**src/rtl/uart_rx_fifo.sv**
```systemverilog
module uart_rx_fifo #(
  parameter int DEPTH = 16,
  parameter int DW    = 8,
  parameter int TRIG  = 1
) (
  input  logic          clk,
  input  logic          rst_n,
  input  logic          fifo_en,
  input  logic          loopback,
  input  logic          rx_valid,
  input  logic [DW-1:0] rx_data,
  input  logic [1:0]    rx_flags,
  input  logic          rx_break,
  input  logic          tx_valid,
  input  logic [DW-1:0] tx_data,
  input  logic          rd_en,
  output logic [DW+3:0] rd_data,
  output logic [3:0]    err_status,
  output logic          rx_ready,
  output logic          empty,
  output logic          full,
  output logic          rx_irq
);
  localparam int AW = $clog2(DEPTH);
  localparam int CW = AW + 1;
  localparam int EW = DW + 4;

  logic          mode_q;
  logic [AW-1:0] head;
  logic [CW-1:0] count;
  logic [EW-1:0] mem [DEPTH];

  logic          flush, push_req, pop, accept, ovr;
  logic [AW-1:0] mask, wr_slot, tail;
  logic [CW-1:0] lim, next_count;
  logic [EW-1:0] push_ent;

  assign flush    = fifo_en != mode_q;
  assign mask     = mode_q ? AW'(DEPTH - 1) : '0;
  assign lim      = mode_q ? CW'(DEPTH) : CW'(1);
  assign full     = count == lim;
  assign empty    = count == '0;
  assign rx_ready = !full;
  assign rd_data  = mem[head];

  assign push_req = loopback ? tx_valid : (rx_valid | rx_break);
  assign push_ent = loopback ? {4'b0000, tx_data}
                  : rx_break ? {4'b0100, {DW{1'b0}}}
                  : {2'b00, rx_flags, rx_data};

  assign pop        = rd_en && !empty && !flush;
  assign accept     = push_req && !flush && (!full || pop);
  assign ovr        = push_req && !flush && full && !pop;
  assign wr_slot    = (head + count[AW-1:0]) & mask;
  assign tail       = (head + count[AW-1:0] - AW'(1)) & mask;
  assign next_count = count + CW'(accept) - CW'(pop);

  always_ff @(posedge clk) begin
    if (!rst_n) begin
      mode_q     <= 1'b0;
      head       <= '0;
      count      <= '0;
      rx_irq     <= 1'b0;
      err_status <= '0;
      for (int i = 0; i < DEPTH; i++) mem[i] <= '0;
    end else if (flush) begin
      mode_q <= fifo_en;
      head   <= '0;
      count  <= '0;
      rx_irq <= 1'b0;
    end else begin
      if (rd_en) err_status <= rd_data[EW-1:DW];
      if (pop) head <= (head + AW'(1)) & mask;
      if (accept) mem[wr_slot] <= push_ent;
      if (ovr) mem[tail][EW-1] <= 1'b1;
      count <= next_count;
      if (next_count == CW'(TRIG) && count == CW'(TRIG - 1))
        rx_irq <= 1'b1;
      else if (next_count == CW'(TRIG - 1) && count == CW'(TRIG))
        rx_irq <= 1'b0;
    end
  end
endmodule


```
**config.mk**
```make
export PLATFORM = sky130hd
export DESIGN_NAME = uart_rx_fifo
export DESIGN_NICKNAME = d
export VERILOG_FILES = /design/src/rtl/uart_rx_fifo.sv
export SDC_FILE = /design/constraint.sdc
export NUM_CORES = 1
export LEC_CHECK = 0
export ABC_AREA = 1
export BUFFER_PORTS_ARGS = -buffer_cell sky130_fd_sc_hd__buf_2
export CORE_MARGIN = 2
export CORE_UTILIZATION = 62
export DETAILED_ROUTE_END_ITERATION = 8
export GPL_TIMING_DRIVEN = 0
export PLACE_DENSITY = 0.88
export SETUP_SLACK_MARGIN = 0.5
export SYNTH_ARGS = -nofsm -noshare
export SYNTH_HDL_FRONTEND = slang
export SYNTH_SLANG_ARGS = --single-unit
```
**constraint.sdc**
```tcl
create_clock -name clk -period 3.74 [get_ports clk]
set_input_delay 0.935 -clock clk [delete_from_list [all_inputs] [get_ports clk]]
set_output_delay 0.935 -clock clk [all_outputs]
set_load 0.01 [all_outputs]
```
==> results.md <==
- Max frequency: between 300 and 400 MHz
- Synthesized area: ~10,000 sq um
- Area of the core: approximately 16,000 sq um
- Die height: 133 microns
- Diodes inserted: 0
- Avg Cell Area, Syn: 9.93 sq um
- Register area share after synthesis: a little under 60%
- Via density: between 6 and 7
- Hold WC Path Type: reg -> reg
- Placement Cell Area: about 11,000 sq um
- CP Class: reg -> out
- Largest net degree at the start of global routing: 14
- Post-synth cell types: between 40 and 50
- Hold buffers post-CTS: 0
- Critical path peak fanout: 10
- Worst-path cell chain: clkbuf_2 -> clkbuf_2 -> o221ai_1 -> o211ai_1 -> nand2_1 -> buf_2
- Root buffer cell: clkbuf_16
- Num rows: 47
- Port Buffer Count: 44
- Wirelength per Cell: around 23 microns
- Status: complete, no violations
- Layout cell share with drive strength beyond 1: 20.8%
- IO Pins: 46
- Post-synth EDFFs: roughly 190
- Yosys warning total: 0
- Crit-path max cell delay: between 400 and 500 ps
- Setup violations, final: 0
- Final nets: 1,149
- WP data required: between 2000 and 3000 ps
- H-Tree Depth: 1
- Async set-reset flop share out of synthesis: 0%
- Routed vias: approximately 8,700
- Minimum clock period: between 3000 and 4000 ps
- Syn nets: about 1,100
- CP top delay family: buffers and inverters
- Num CTS Buffers: 22
- CP Buf/Inv Count: 3
- Slowest CP cell: clkbuf_2
- Initial DRC count: approximately 1,700
- CTS clk-pin slew, worst paths: 60 ps
- Die X: roughly 130 microns
- ANT nets after route: 0
- Die ar.: 17,700 sq um
- Max-cap violation count: 0
- Vias in the first global route: about 8,600
- Syn Inst Count: between 1,000 and 1,500
- CP Data Arrival Time: ~2300 ps
- Pre-antenna DRT Iters: 6
- Hpwl dp: 20,200 microns
- Syn-to-layout area delta: 13.9%
- Leakage: 4.45 nW
- Worst-margin pin slew: between 1000 and 1500 ps
- Critical Path Source Type: flop
- Initial antenna violation count: 0
- First-pass GRT wire length: 46,100 microns
- Final Hold Fails: 0
- Ys flop type: edfxtp_1
- Drc violations: 0
- Grt total ovfl: 0
- Cell area after layout: between 10,000 and 15,000 sq um
- Slew Viols, Final: 0
- VDD IR max: 0.424 mV
- Max_slew headroom: between 20% and 30%
- Fin util: between 70% and 80%
- Placer Congestion: around 0.96
- Total track usage: between 30% and 40%
- CTS sink cnt: roughly 210
- CTS tree: done
- PwrDens: roughly 450 nW/um^2
- Commonest non-fill, non-tap cells in the layout: 276 x nor2_1, 192 x edfxtp_1, 105 x o21ai_0
- CP Capture Type: output port
- Worst-skew pair later-pin latency: between 500 and 600 ps
- Crit-path most repeated cell: clkbuf_2
- Clock Skew: 23.6 ps
- Fin crit share: a little under nine tenths
- Synthesis-stage register bit count: about 210
- Clock buffer depth: 3
- Initial Utilization: between 60% and 70%
- Most common cell after layout, fill and taps aside: nor2_1
- WL final: about 30,000 microns
- RSZ-0062 raised after global routing: no
[power by group]
group | internal, mW | switching, mW
Sequential | 2.65 | 0.0306
Clock | 1.28 | 0.889
Combinational | 0.130 | 0.323
[cell families (layout without fill, tap and decap cells)]
kind of cell             count (synthesis)  after routing  share of synthesized area [%]
AND/OR/NAND/NOR                        503            503                           21.8
flip-flops                             211            211                           59.5
AO/OA/AOI/OAI                          186            186                           11.2
buffers and inverters                  122            205                           5.43
adder cells (fa/ha/maj)                 12             12                           1.60
XOR/XNOR                                 6              6                          0.509
[routing by layer]
layer | GRT usage [%] | vias up | wire length (microns)
met2 | 57.5 | 782 | 14400
met4 | 22.6 | 0 | 2360
li1 | - | 3739 | -
met3 | 5.94 | 214 | 3750
met5 | 0 | - | 0
met1 | 42.0 | 3950 | 10000
[state kept, by name (all words and copies together) (netlist names), named ones only]
register,count
head,4
rx_irq,1
mem,192
err_status,4
mode_q,1
count,5
[path summary, 6_finish.rpt]
| path | start | end | slack [ps] | cells after the start |
|---|---|---|---|---|
| worst min register to register | rx_irq | rx_irq | 480 | 2 |
| worst max register to register | count[0] | mem[11][9] | 650 | 10 |
| worst max-delay path | flop | rd_data[1] | 550 | 6 |
| worst min-delay path | rx_irq | rx_irq | 480 | 2 |
[worst register-to-register path, delay by kind of cell, from the launching register on]
family | cells | cell delay [ps]
flip-flops | 1 | 380
adder cells (fa/ha/maj) | 3 | 980
AND/OR/NAND/NOR | 5 | 1060
buffers and inverters | 2 | 350
[synth_stat cells, types with 10 or more instances]
master | number | area, sq um
nor2_2 | 35 | 219
dfxtp_1 | 19 | 380
ha_1 | 10 | 125
buf_2 | 10 | 50.1
nand3_1 | 36 | 180
nand2_2 | 11 | 68.8
o221ai_1 | 36 | 315
edfxtp_1 | 192 | 5770
o21ai_0 | 105 | 526
buf_6 | 10 | 113
o22ai_1 | 12 | 75.1
clkbuf_1 | 52 | 195
inv_1 | 40 | 150
nor2_1 | 277 | 1040
o211ai_1 | 12 | 90.1
nand2_1 | 105 | 394
[what timing repair did]
item	in CTS	in global routing
setup endpoints to repair	120	189
gates resized for setup	67	41
pin swaps	1	4
buffers inserted	0	3
hold endpoints to repair	0	0
[stage by stage]
stage	instances	worst slack [ps]	power, mW	setup TNS, ps	hold slack (ps)
after floorplan	1040	737	3.00	0	487
after global placement	1304	-0.180	3.14	-0.337	455
after detailed placement	1304	-37.8	3.15	-707	471
after CTS	1340	437	5.26	0	481
after global routing	1343	492	5.41	0	520
final	1343	546	5.30	0	476
[layout make-up]
| class | instances | area, sq um |
|---|---|---|
| well taps | 220 | 275 |
| flip-flops and latches | 211 | 6150 |
| clock buffers | 30 | 611 |
| fillers | 1063 | 4640 |
| multi-input cells | 707 | 3700 |
| clock inverters | 6 | 92.6 |
| repair buffers | 47 | 243 |
| inverters | 42 | 160 |
| plain buffers | 80 | 533 |
(Power assumes the default switching activity.)
